`src/rtl/bufdma_pkg.sv`:
```
package bufdma_pkg;

  typedef enum logic [1:0] {
    OFS_BASE = 2'd0,
    OFS_LEN  = 2'd1,
    OFS_CTRL = 2'd2,
    OFS_STAT = 2'd3
  } bufdma_ofs_e;

  localparam int CTRL_GO_BIT  = 0;
  localparam int CTRL_ACK_BIT = 1;

endpackage

```
`src/rtl/bufdma_regs.sv`:
```
module bufdma_regs
  import bufdma_pkg::*;
#(
  parameter int ADDR_W = 32,
  parameter int CNT_W  = 16,
  parameter int REG_W  = 32
) (
  input  logic              clk,
  input  logic              rst_n,
  input  logic              cfg_we,
  input  logic              cfg_re,
  input  logic [1:0]        cfg_addr,
  input  logic [REG_W-1:0]  cfg_wdata,
  output logic [REG_W-1:0]  cfg_rdata,
  input  logic              st_busy,
  input  logic              st_done,
  input  logic [CNT_W-1:0]  st_remain,
  output logic [ADDR_W-1:0] base_q,
  output logic [CNT_W-1:0]  len_q,
  output logic              go_o,
  output logic              ack_o
);

  bufdma_ofs_e ofs;
  logic        base_en, len_en;

  assign ofs     = bufdma_ofs_e'(cfg_addr);
  assign base_en = cfg_we && (ofs == OFS_BASE);
  assign len_en  = cfg_we && (ofs == OFS_LEN);
  assign go_o    = cfg_we && (ofs == OFS_CTRL) && cfg_wdata[CTRL_GO_BIT];
  assign ack_o   = (cfg_we && (ofs == OFS_CTRL) && cfg_wdata[CTRL_ACK_BIT])
                || (cfg_re && (ofs == OFS_STAT));

  always_ff @(posedge clk or negedge rst_n) begin
    if (!rst_n) begin
      base_q <= '0;
      len_q  <= '0;
    end else begin
      if (base_en) base_q <= cfg_wdata[ADDR_W-1:0];
      if (len_en)  len_q  <= cfg_wdata[CNT_W-1:0];
    end
  end

  always_comb begin
    cfg_rdata = '0;
    unique case (ofs)
      OFS_BASE: cfg_rdata[ADDR_W-1:0] = base_q;
      OFS_LEN:  cfg_rdata[CNT_W-1:0]  = len_q;
      OFS_CTRL: cfg_rdata = '0;
      OFS_STAT: begin
        cfg_rdata[0]         = st_busy;
        cfg_rdata[1]         = st_done;
        cfg_rdata[2 +: CNT_W] = st_remain;
      end
      default:  cfg_rdata = '0;
    endcase
  end

endmodule

```
`src/rtl/bufdma_xfer.sv`:
```
module bufdma_xfer #(
  parameter int ADDR_W = 32,
  parameter int CNT_W  = 16
) (
  input  logic              clk,
  input  logic              rst_n,
  input  logic              go,
  input  logic              ack,
  input  logic              beat,
  input  logic [ADDR_W-1:0] base,
  input  logic [CNT_W-1:0]  len,
  output logic              busy,
  output logic              done,
  output logic [ADDR_W-1:0] cur_addr,
  output logic [CNT_W-1:0]  remain
);

  logic              busy_q, busy_d;
  logic              done_q, done_d;
  logic [ADDR_W-1:0] addr_q, addr_d;
  logic [CNT_W-1:0]  rem_q,  rem_d;
  logic              last_beat;

  assign last_beat = beat && (rem_q == CNT_W'(1));

  // Order matters: acknowledge first, so a completion in the same cycle wins.
  always_comb begin
    busy_d = busy_q;
    done_d = done_q;
    addr_d = addr_q;
    rem_d  = rem_q;
    if (ack) done_d = 1'b0;
    if (go && !busy_q) begin
      addr_d = base;
      rem_d  = len;
      busy_d = (len != '0);
      done_d = (len == '0);
    end
    if (beat) begin
      addr_d = addr_q + ADDR_W'(1);
      rem_d  = rem_q - CNT_W'(1);
    end
    if (last_beat) begin
      busy_d = 1'b0;
      done_d = 1'b1;
    end
  end

  always_ff @(posedge clk or negedge rst_n) begin
    if (!rst_n) begin
      busy_q <= 1'b0;
      done_q <= 1'b0;
      addr_q <= '0;
      rem_q  <= '0;
    end else begin
      busy_q <= busy_d;
      done_q <= done_d;
      addr_q <= addr_d;
      rem_q  <= rem_d;
    end
  end

  assign busy     = busy_q;
  assign done     = done_q;
  assign cur_addr = addr_q;
  assign remain   = rem_q;

endmodule

```
`src/rtl/bufdma_stage.sv`:
```
module bufdma_stage #(
  parameter int DATA_W = 8
) (
  input  logic              clk,
  input  logic              rst_n,
  input  logic              busy,
  input  logic              in_valid,
  output logic              in_ready,
  input  logic [DATA_W-1:0] in_data,
  output logic              bus_req,
  input  logic              bus_gnt,
  output logic [DATA_W-1:0] wdata,
  output logic              beat
);

  logic              pend_q, pend_d;
  logic [DATA_W-1:0] data_q;
  logic              take;

  assign in_ready = busy && !pend_q;
  assign take     = in_valid && in_ready;
  assign bus_req  = pend_q;
  assign beat     = pend_q && bus_gnt;

  always_comb begin
    pend_d = pend_q;
    if (take) pend_d = 1'b1;
    if (beat) pend_d = 1'b0;
  end

  always_ff @(posedge clk or negedge rst_n) begin
    if (!rst_n) begin
      pend_q <= 1'b0;
      data_q <= '0;
    end else begin
      pend_q <= pend_d;
      if (take) data_q <= in_data;
    end
  end

  assign wdata = data_q;

endmodule

```
`src/rtl/bufdma_engine.sv`:
```
module bufdma_engine #(
  parameter int ADDR_W = 32,
  parameter int CNT_W  = 16,
  parameter int DATA_W = 8,
  parameter int REG_W  = 32
) (
  input  logic              clk,
  input  logic              rst_n,
  input  logic              cfg_we,
  input  logic              cfg_re,
  input  logic [1:0]        cfg_addr,
  input  logic [REG_W-1:0]  cfg_wdata,
  output logic [REG_W-1:0]  cfg_rdata,
  input  logic              in_valid,
  output logic              in_ready,
  input  logic [DATA_W-1:0] in_data,
  output logic              bus_req,
  input  logic              bus_gnt,
  output logic [ADDR_W-1:0] mem_addr,
  output logic [DATA_W-1:0] mem_wdata,
  output logic              irq
);

  logic              rst_meta, rst_sync_n;
  logic [ADDR_W-1:0] base_w;
  logic [CNT_W-1:0]  len_w, remain_w;
  logic              go_w, ack_w, beat_w, busy_w, done_w;

  always_ff @(posedge clk or negedge rst_n) begin
    if (!rst_n) begin
      rst_meta   <= 1'b0;
      rst_sync_n <= 1'b0;
    end else begin
      rst_meta   <= 1'b1;
      rst_sync_n <= rst_meta;
    end
  end

  bufdma_regs #(.ADDR_W(ADDR_W), .CNT_W(CNT_W), .REG_W(REG_W)) u_regs (
    .clk(clk), .rst_n(rst_sync_n),
    .cfg_we(cfg_we), .cfg_re(cfg_re), .cfg_addr(cfg_addr),
    .cfg_wdata(cfg_wdata), .cfg_rdata(cfg_rdata),
    .st_busy(busy_w), .st_done(done_w), .st_remain(remain_w),
    .base_q(base_w), .len_q(len_w), .go_o(go_w), .ack_o(ack_w)
  );

  bufdma_xfer #(.ADDR_W(ADDR_W), .CNT_W(CNT_W)) u_xfer (
    .clk(clk), .rst_n(rst_sync_n),
    .go(go_w), .ack(ack_w), .beat(beat_w),
    .base(base_w), .len(len_w),
    .busy(busy_w), .done(done_w), .cur_addr(mem_addr), .remain(remain_w)
  );

  bufdma_stage #(.DATA_W(DATA_W)) u_stage (
    .clk(clk), .rst_n(rst_sync_n), .busy(busy_w),
    .in_valid(in_valid), .in_ready(in_ready), .in_data(in_data),
    .bus_req(bus_req), .bus_gnt(bus_gnt), .wdata(mem_wdata), .beat(beat_w)
  );

  assign irq = done_w;

endmodule

```
`config.mk`:
```
export PLATFORM = sky130hd
export DESIGN_NAME = bufdma_engine
export DESIGN_NICKNAME = d
export VERILOG_FILES = /design/src/rtl/bufdma_pkg.sv /design/src/rtl/bufdma_regs.sv /design/src/rtl/bufdma_xfer.sv /design/src/rtl/bufdma_stage.sv /design/src/rtl/bufdma_engine.sv
export SDC_FILE = /design/constraint.sdc
export NUM_CORES = 1
export LEC_CHECK = 0
export ABC_CLOCK_PERIOD_IN_PS = 4100
export BUFFER_PORTS_ARGS = -buffer_cell sky130_fd_sc_hd__buf_2
export CORE_MARGIN = 2
export CORE_UTILIZATION = 55
export CTS_CLUSTER_DIAMETER = 30
export CTS_CLUSTER_SIZE = 8
export DETAILED_ROUTE_END_ITERATION = 8
export GPL_ROUTABILITY_DRIVEN = 1
export PLACE_DENSITY = 0.84
export SYNTH_ARGS = -nofsm -noshare
export SYNTH_HDL_FRONTEND = slang
export SYNTH_SLANG_ARGS = --single-unit
```
`constraint.sdc`:
```
create_clock -name clk -period 4.1 [get_ports clk]
set_input_delay 0.41 -clock clk [delete_from_list [all_inputs] [get_ports clk]]
set_output_delay 0.41 -clock clk [all_outputs]
set_load 0.01 [all_outputs]
```
; Yosys cells after proc, flatten, opt, wreduce, memory -nomap -nowiden
; Cells that the tools add are included.
; Widths: inputs -> output; s select.
[word_totals]
output_inout_bits = 75
register_bits = 109
in_bits = 48
[op_classes]
n_eq_ne = 4
add_sub_neg = 2
n_mux = 14
reduce_logical = 21
[op_table]
columns = operator, count
row1 = $mux 32, 2
row2 = $pmux 16 s4, 1
row3 = $add 32x1->32 const B, 1
row4 = $mux 16, 2
row5 = $eq 16x1->1 const B, 1
row6 = $logic_not 16->1, 1
row7 = $reduce_bool 16->1, 1
row8 = $sub 16x1->16 const B, 1
row9 = $mux 14, 1
row10 = $logic_and 1x1->1, 11
row11 = $mux 1, 7
row12 = $reduce_bool 2->1, 3
row13 = $eq 2x2->1 const B, 2
row14 = $pmux 2 s2, 1
row15 = $reduce_bool 3->1, 1
row16 = $eq 2x1->1 const B, 1
row17 = $logic_not 1->1, 2
row18 = $logic_not 2->1, 1
row19 = $logic_or 1x1->1, 1

; Longest topological paths before layout
; Gate-level depths: netlist of run 1.
[depth]
word_depth = 7
depth_mapped = 9
ltp_nobuf = 7

; Hierarchy
; Synthesis of run 1 repeated with hierarchy kept, for this count alone.
[hier_totals]
cells_unflattened = 589
area_unflattened_um2 = 6241.0
[modules_own_cells]
columns = module, instances, seq_area_each_um2, area_per_inst_um2, cells_each
row1 = bufdma_xfer, 1, 1251.2, 3420.8, 379
row2 = bufdma_regs, 1, 1201.2, 2406.1, 185
row3 = bufdma_stage, 1, 225.2, 360.3, 22
row4 = bufdma_engine, 1, 50.0, 53.8, 3

; Least setup slack after synthesis of run 1
; No wires, ideal clock.
[synth_path]
path_kind = input to output
startpoint = input cfg_addr[1]
endpoint = output cfg_rdata[0]
path_buffers = 2
cell_stages = 6
setup_slack_ns = 2.147
t_arrival_ns = 1.543
cell_sequence = inv_1 ha_1 clkbuf_1 clkbuf_1 a22oi_1 o21ai_0
[synth_between]
elab_chain_cells = 2
[synth_rtl]
columns = item, line
row1 = from (decl), bufdma_engine.sv:11  ; input logic [1:0] cfg_addr,
row2 = "$eq 2x2->1, or another cell as far along", bufdma_regs.sv:46  ; unique case (ofs)
row3 = $pmux 16 s4 (*), bufdma_regs.sv:46
row4 = to (decl), bufdma_engine.sv:13  ; output logic [REG_W-1:0] cfg_rdata,
; Mark *: on every way between the ends. The rest lies on a longest branch, timed or not.

; Worst setup path in the final report of run 1
[layout_path]
startpoint = register u_stage.pend_q, in the netlist u_stage.bus_req
endpoint = register u_xfer.rem_q[15], in the netlist u_xfer.remain[15]
[layout_between]
elab_chain_cells = 2
[layout_rtl]
columns = item, line
row1 = from (decl), bufdma_stage.sv:16  ; logic pend_q, pend_d;
row2 = from (signal assigned), bufdma_stage.sv:36  ; pend_q <= pend_d;
row3 = $logic_and 1x1->1 (*), bufdma_stage.sv:23  ; assign beat = pend_q && bus_gnt;
row4 = $mux 16 or $reduce_bool 2->1 (tied branches), --
row5 = to (signal assigned), bufdma_xfer.sv:59  ; rem_q <= rem_d;
row6 = to (decl), bufdma_xfer.sv:21  ; logic [CNT_W-1:0] rem_q, rem_d;
; Marked as above.
; A chain may end at the register's enable or synchronous reset.

==> results of run 1 <==
power by group:
part / switching, mW / leakage [nW] / internal [mW]
sequential: 0.482 / 1.29 / 1.40
clock: 0.372 / 0.0916 / 0.289
combinational: 0.570 / 1.49 / 0.523
total: 1.42 / 2.87 / 2.22
worst max-delay path by stage:
stage / startpoint / end / slack, ns
3_5_place_dp: cfg_addr[0] / u_regs.base_q[12]$_DFFE_PN0P_ / 1.51
6_report: u_stage.bus_req$_DFFE_PN0P_ / u_xfer.remain[15]$_DFFE_PN0P_ / 1.73
5_1_grt: u_xfer.busy$_DFFE_PN0P_ / u_xfer.cur_addr[15]$_DFFE_PN0P_ / 1.58
2_1_floorplan: rst_sync_n$_DFF_PN0_ / u_regs.base_q[0]$_DFFE_PN0P_ / 0.84
4_1_cts: cfg_addr[0] / cfg_rdata[5] / 1.77
3_3_place_gp: cfg_addr[0] / u_xfer.cur_addr[30]$_DFFE_PN0P_ / 1.64
Yosys cell counts, drive strengths merged (3+ instances only):
cell type / count
and3: 5
o21ai: 32
clkbuf: 22
nor2: 47
and4: 3
a311oi: 6
o22ai: 5
a22oi: 20
nand3: 32
xor2: 4
ha: 8
a31oi: 5
o311ai: 5
buf: 4
dfrtp: 109
o21a: 3
nor3: 9
nor4: 10
inv: 6
and2: 16
nand2: 71
mux2: 57
a211oi: 5
nand4: 11
a21oi: 19
mux2i: 3
or3: 3
o211ai: 11
per-stage QoR:
step	setup WS, ns	power, mW	util	hold WS [ns]
floorplan	0.839	2.47	-	0.114
global placement	1.64	2.92	0.644	0.196
detailed placement	1.51	2.97	0.644	0.198
CTS	1.77	3.62	0.664	0.259
global route	1.58	3.86	0.664	0.253
finish	1.73	3.64	0.664	0.259
registers in the layout, indices dropped and copies added (netlist names):
register,flops
rst_sync_n,1
u_regs.len_q,16
u_xfer.done,1
u_xfer.busy,1
u_stage.wdata,8
u_xfer.cur_addr,32
rst_meta,1
u_xfer.remain,16
u_regs.base_q,32
u_stage.bus_req,1
layout by cell type (no fill, tap or decap), types with 8 or more instances in the layout:
cell type    n
ha_1         8
o21ai_0     31
nor4_1       8
nand3_1     30
buf_2      122
dfrtp_1    108
nand2_1     70
clkbuf_8     9
nor2_1      46
and2_1      16
mux2_2      57
a21oi_1     19
a22oi_1     20
nand4_1     10
nor3_1       9
o211ai_1    11
logic make-up after synthesis:
group | after synthesis
AO/OA/AOI/OAI | 123
XOR/XNOR | 4
multiplexers | 60
flip-flops | 109
AND/OR/NAND/NOR | 219
adder cells (fa/ha/maj) | 8
buffers and inverters | 32
other | 1
layer usage:
| layer | wire length, um | vias up | part of all wire | track usage |
|---|---|---|---|---|
| met5 | 0 | - | 0 | 0 |
| met4 | 226 | 0 | 0.015 | 0.0838 |
| met3 | 1170 | 25 | 0.077 | 0.0462 |
| met2 | 7120 | 298 | 0.47 | 0.448 |
| met1 | 6640 | 2503 | 0.44 | 0.399 |
| li1 | - | 2275 | - | - |
critical path, stage by stage, from the launching register on:
cell and delay (ns):
dfrtp_1 0.49, nand2_1 0.37, nor3_1 0.65, nand2_2 0.19
or4_1 0.51, nand3_1 0.10
repair_timing:
action	4_1_cts	5_1_grt
hold buffers	1	0
setup buffers	0	0
endpoints found under the hold margin	2	0
cell type report:
cell class,count,area (um2),area share
multi-input combinational,415,2750,0.422
sequential,109,2730,0.419
timing repair buffer,128,658,0.101
tap,133,166,0.0255
clock buffer,12,135,0.0207
clock inverter,4,55.1,0.00844
inverter,6,22.5,0.00345
==> impl_metrics.env, run 1 <==
export IMPL_outcome="completed"
export IMPL_n_antenna_cell=0
export IMPL_fp_dieW_um=105
export IMPL_grt_pass1_vias=4766
export IMPL_gp_congestion=0.884
export IMPL_ir_drop_mv=0.314
export IMPL_cts_tree="done"
export IMPL_worst_setup_path_type="reg2reg"
export IMPL_antenna_found_initial=0
export IMPL_avgSynthCellArea_um2=10.1
export IMPL_initial_utilization=0.570
export IMPL_dp_cells=790
export IMPL_synth_cell_types=61
export IMPL_synth_area_leaders="dfrtp_1, mux2_2, nand2_1"
export IMPL_root_buffer="clkbuf_8"
export IMPL_worst_slew_margin_rel=0.361
export IMPL_drive_gt1_frac=0.313
export IMPL_yosysWarnings=0
export IMPL_yosysSeqAreaShare=0.487
export IMPL_worst_hold_path_type="in2reg"
export IMPL_hpwl_mm=10.9
export IMPL_synthFlopType="dfrtp_1"
export IMPL_clk_pin_slew_ns=0.11
export IMPL_track_usage=0.281
export IMPL_hp_start="in_data[5]"
export IMPL_finClkSkew_ns=0.0132
export IMPL_synth_fp_nets=612
export IMPL_nFillCells=838
export IMPL_cts_resized=0
export IMPL_r2r_end="u_xfer.remain[15]$_DFFE_PN0P_"
export IMPL_synth_top_family_by_area="simple AND/OR/NAND/NOR gates"
export IMPL_synth_top_area_cell="dfrtp_1"
export IMPL_hold_viol=0
export IMPL_design_area_um2=6520
export IMPL_r2r_cells=5
export IMPL_drt_wl_total_mm=15.2
export IMPL_cp_end_kind="flop"
export IMPL_worst_pin_slew_ns=0.958
export IMPL_overflow=0
export IMPL_r2r_start="u_stage.bus_req$_DFFE_PN0P_"
export IMPL_stdcell_count=807
export IMPL_htreeDepth=3
export IMPL_grt_pass1_wl_mm=24.6
export IMPL_arrival_ns=2.66
export IMPL_power_density_nw_per_um2=558
export IMPL_nets=725
export IMPL_synthSimpleGateAreaFrac=0.200
export IMPL_ys_ff_latch=109
export IMPL_area_growth_pct=16.5
export IMPL_wl_per_cell_um=18.8
export IMPL_ant_nets=0
export IMPL_setup_tns_ns=0
export IMPL_hold_end="u_stage.wdata[5]$_DFFE_PN0P_"
export IMPL_post_route_min_period_ns=2.37
export IMPL_synth_edf_count=0
export IMPL_cts_buffers_inserted=9
export IMPL_synth_xor_xnor_area_share=0.00626
export IMPL_clock_sinks=109
export IMPL_place_area_um2=6320
export IMPL_rsz0062_at_grt="false"
export IMPL_clock_path_buffers=2
export IMPL_yosys_area_share_adder=0.0179
export IMPL_setup_viol=0
export IMPL_drc=0
export IMPL_synth_area_mux_share=0.120
export IMPL_synth_compound_area_frac=0.147
export IMPL_synthArstFlopShare=1.00
export IMPL_period_share=0.577
export IMPL_row_count=36
export IMPL_die_y_um=105
export IMPL_min_path_cells=2
export IMPL_path_max_fanout=14
export IMPL_syn_cell_area_um2=5600
export IMPL_cap_violations=0
export IMPL_startpoint_type="flop"
export IMPL_dr_first_iter_drc_count=590
export IMPL_syn_instance_count=556
export IMPL_avgViaCountPerCell=6.32
export IMPL_maxSlewViolCount=0
export IMPL_dieArea_um2=11000
export IMPL_coreArea_um2=9820
export IMPL_required_ns=4.40
export IMPL_drt_pass1_iterations=5
export IMPL_synth_top_cell_area_share=0.487
export IMPL_grt_max_degree=74
export IMPL_vias=5101
export IMPL_max_freq_mhz=423
export IMPL_ios=123
export IMPL_clock_insertion_delay_worst_skew_ns=0.37
export IMPL_port_buffers=122
export IMPL_reg2reg_slack_ns=1.73
export IMPL_p_leak_nw=2.87
Note: power is estimated with default switching activity, not from simulation.
==> inputs of run 2 (changes only) <==
--- a/config.mk
+++ b/config.mk
@@ -5,15 +5,16 @@
 export SDC_FILE = /design/constraint.sdc
 export NUM_CORES = 1
 export LEC_CHECK = 0
-export ABC_CLOCK_PERIOD_IN_PS = 4100
+export ABC_AREA = 1
+export ABC_CLOCK_PERIOD_IN_PS = 2000
 export BUFFER_PORTS_ARGS = -buffer_cell sky130_fd_sc_hd__buf_2
 export CORE_MARGIN = 2
-export CORE_UTILIZATION = 55
+export CORE_UTILIZATION = 51
 export CTS_CLUSTER_DIAMETER = 30
 export CTS_CLUSTER_SIZE = 8
 export DETAILED_ROUTE_END_ITERATION = 8
 export GPL_ROUTABILITY_DRIVEN = 1
-export PLACE_DENSITY = 0.84
+export PLACE_DENSITY = 0.8
 export SYNTH_ARGS = -nofsm -noshare
 export SYNTH_HDL_FRONTEND = slang
 export SYNTH_SLANG_ARGS = --single-unit
==> constraint.sdc (replaced) <==
create_clock -name clk -period 2 [get_ports clk]
set_input_delay 0.2 -clock clk [delete_from_list [all_inputs] [get_ports clk]]
set_output_delay 0.2 -clock clk [all_outputs]
set_load 0.01 [all_outputs]
==> run 2 against run 1 <==
  * Non-clock buffer count up 15
  * First-iteration DRC count up 47%
  * Largest cell class unchanged
  * Design area up 16%
  * Critical endpoint is now u_xfer.cur_addr[26]$_DFFE_PN0P_
  * Critical path type unchanged
  * Setup slack worse by 1.5 ns
==> impl_metrics.env, run 2 <==
export IMPL_p_leak_nw=3.91
export IMPL_synth_area_leaders="dfrtp_1, nand2_1, inv_1"
export IMPL_synthFlopType="dfrtp_1"
export IMPL_cts_resized=0
export IMPL_worst_hold_path_type="in2reg"
export IMPL_outcome="completed"
export IMPL_gp_congestion=1.01
export IMPL_cp_num_buf_inv=0
export IMPL_clock_path_buffers=2
export IMPL_drc=0
export IMPL_dieArea_um2=13400
export IMPL_required_ns=2.25
export IMPL_ys_ff_latch=109
export IMPL_maxSlewViolCount=0
export IMPL_synth_top_area_cell="dfrtp_1"
export IMPL_hold_viol=0
export IMPL_cp_common_cell="nand2_1"
export IMPL_r2r_cells=10
export IMPL_grt_pass1_wl_mm=31.1
export IMPL_dr_first_iter_drc_count=870
export IMPL_die_y_um=116
export IMPL_overflow=0
export IMPL_post_route_min_period_ns=1.77
export IMPL_rsz0062_at_grt="false"
export IMPL_synthArstFlopShare=1.00
export IMPL_clock_insertion_delay_worst_skew_ns=0.35
export IMPL_avgSynthCellArea_um2=7.14
export IMPL_cts_buffers_inserted=9
export IMPL_ios=123
export IMPL_clock_sinks=109
export IMPL_synth_top_cell_area_share=0.428
export IMPL_critPathMaxStageDelay_ns=0.41
export IMPL_crit_path_cell_trace="ha_1 -> nand2_1 -> nor2_2 -> nand2_2 -> nor2_2 -> nand2_1 -> nand2_1 -> nand3_1 -> nand2_1 -> nand2_1"
export IMPL_cts_hold_buf=1
export IMPL_synth_commonest_cells="nand2_1, inv_1, dfrtp_1"
export IMPL_layout_common_cells="nand2_1, inv_1, buf_2, dfrtp_1, nor2_1"
export IMPL_drt_pass1_iterations=5
export IMPL_max_freq_mhz=565
export IMPL_coreArea_um2=12100
export IMPL_synthMostInstantiatedCell="nand2_1"
export IMPL_cts_setup_buffers=0
export IMPL_nets=1070
export IMPL_power_density_nw_per_um2=1150
export IMPL_cp_end_kind="flop"
export IMPL_setup_viol=0
export IMPL_drive_gt1_frac=0.194
export IMPL_fp_dieW_um=116
export IMPL_grt_pass1_vias=5987
export IMPL_crit_slowest_cell="dfrtp_1"
export IMPL_ant_nets=0
export IMPL_n_antenna_cell=0
export IMPL_vias=6421
export IMPL_wl_per_cell_um=16.2
export IMPL_final_common_cell="nand2_1"
export IMPL_startpoint_type="flop"
export IMPL_drt_wl_total_mm=19.3
export IMPL_worst_setup_path_type="reg2reg"
export IMPL_min_path_cells=2
export IMPL_setup_tns_ns=0
export IMPL_port_buffers=122
export IMPL_syn_instance_count=892
export IMPL_finClkSkew_ns=0.00897
export IMPL_yosysSeqAreaShare=0.428
export IMPL_root_buffer="clkbuf_16"
export IMPL_arrival_ns=2.02
export IMPL_syn_cell_area_um2=6370
export IMPL_yosysWarnings=0
export IMPL_synth_cell_types=39
export IMPL_period_share=0.885
export IMPL_cts_tree="done"
export IMPL_synth_edf_count=0
export IMPL_hpwl_mm=14.6
export IMPL_area_growth_pct=18.4
export IMPL_synth_fp_nets=948
export IMPL_antenna_found_initial=0
export IMPL_initial_utilization=0.526
export IMPL_row_count=40
export IMPL_power_total_mw=8.65
export IMPL_critPathTopFamily="simple AND/OR/NAND/NOR gates"
export IMPL_cp_num_cells=10
export IMPL_grt_max_degree=43
export IMPL_htreeDepth=3
export IMPL_path_max_fanout=6
export IMPL_clk_pin_slew_ns=0.08
export IMPL_cap_violations=0
export IMPL_track_usage=0.301
export IMPL_ir_drop_mv=0.782
export IMPL_avgViaCountPerCell=5.41
==> run 2: changes by cell type in the layout (fill, tap and decap cells not counted), moves of 9 or more <==
| cell | change |
|---|---|
| o22ai_1 | +9 |
| nand3_1 | +37 |
| nor2_1 | +41 |
| nand2_1 | +184 |
| inv_1 | +122 |
| mux2_2 | -45 |
| and2_1 | -16 |
| clkbuf_8 | -9 |
| clkbuf_16 | +9 |
| o21ai_0 | +40 |
| buf_4 | +10 |
| a22oi_1 | -18 |
| a21oi_1 | +14 |
==> run 2: cell type report <==
| class | count | area, um2 |
|---|---|---|
| inverter | 131 | 492 |
| multi-input combinational | 620 | 3010 |
| sequential | 109 | 2730 |
| timing repair buffer | 143 | 833 |
| clock inverter | 5 | 37.5 |
| fill | 1152 | 4570 |
| clock buffer | 11 | 233 |
| tap | 168 | 210 |
==> run 2: worst register-to-register path, cell delays in order (launching register included) <==
cell     delay (ns)
dfrtp_1        0.41
ha_1           0.32
nand2_1        0.13
nor2_2         0.17
nand2_2        0.13
nor2_2         0.19
nand2_1        0.08
nand2_1        0.05
nand3_1        0.07
nand2_1        0.07
nand2_1        0.05
==> run 2: kinds of logic after synthesis <==
family | after synthesis | share of synthesized area
simple gates | 451 | 0.301
buf+inv | 163 | 0.101
compound gates | 145 | 0.128
flops | 109 | 0.428
mux | 12 | 0.0212
fa+ha+maj | 8 | 0.0157
xor+xnor | 3 | 0.00412
other cells | 1 | 0.000588
==> run 2: final timing paths <==
kind	slack (ns)	endpoint	start
setup / recovery	0.23	u_xfer.cur_addr[26]$_DFFE_PN0P_	u_xfer.cur_addr[0]$_DFFE_PN0P_
hold / removal	0.07	u_stage.wdata[3]$_DFFE_PN0P_	in_data[3]
setup reg to reg	0.23	u_xfer.cur_addr[26]$_DFFE_PN0P_	u_xfer.cur_addr[0]$_DFFE_PN0P_
max in group asynchronous	1.11	u_xfer.remain[9]$_DFFE_PN0P_	rst_sync_n$_DFF_PN0_
min in group asynchronous	0.17	rst_sync_n$_DFF_PN0_	rst_n
hold reg to reg	0.29	u_regs.base_q[31]$_DFFE_PN0P_	rst_sync_n$_DFF_PN0_
==> run 2: metal layers <==
layer	global-route usage	routed length, um	vias up
met3	0.0554	1780	40
li1	-	-	3095
met4	0.109	503	0
met5	0	0	-
met1	0.448	8660	2976
met2	0.440	8330	310
==> run 2: power breakdown <==
group          internal (mW)  leakage (nW)  switching [mW]  total, mW
Clock                  0.855         0.131           0.865       1.72
Combinational           1.21          2.46            1.89       3.11
Sequential              2.90          1.32           0.922       3.82
Total                   4.97          3.91            3.68       8.65
==> run 2: stage by stage <==
step	setup WS [ns]	std cells	area, um2	hold WS (ns)	utilization
after floorplan	0.175	892	6370	-0.0956	-
after global placement	0.300	1170	7260	-0.0130	0.600
after detailed placement	0.264	1170	7260	-0.0113	0.600
after CTS	0.260	1187	7540	0.0698	0.623
after global routing	0.104	1187	7540	0.0717	0.623
final	0.230	1187	7540	0.0707	0.623
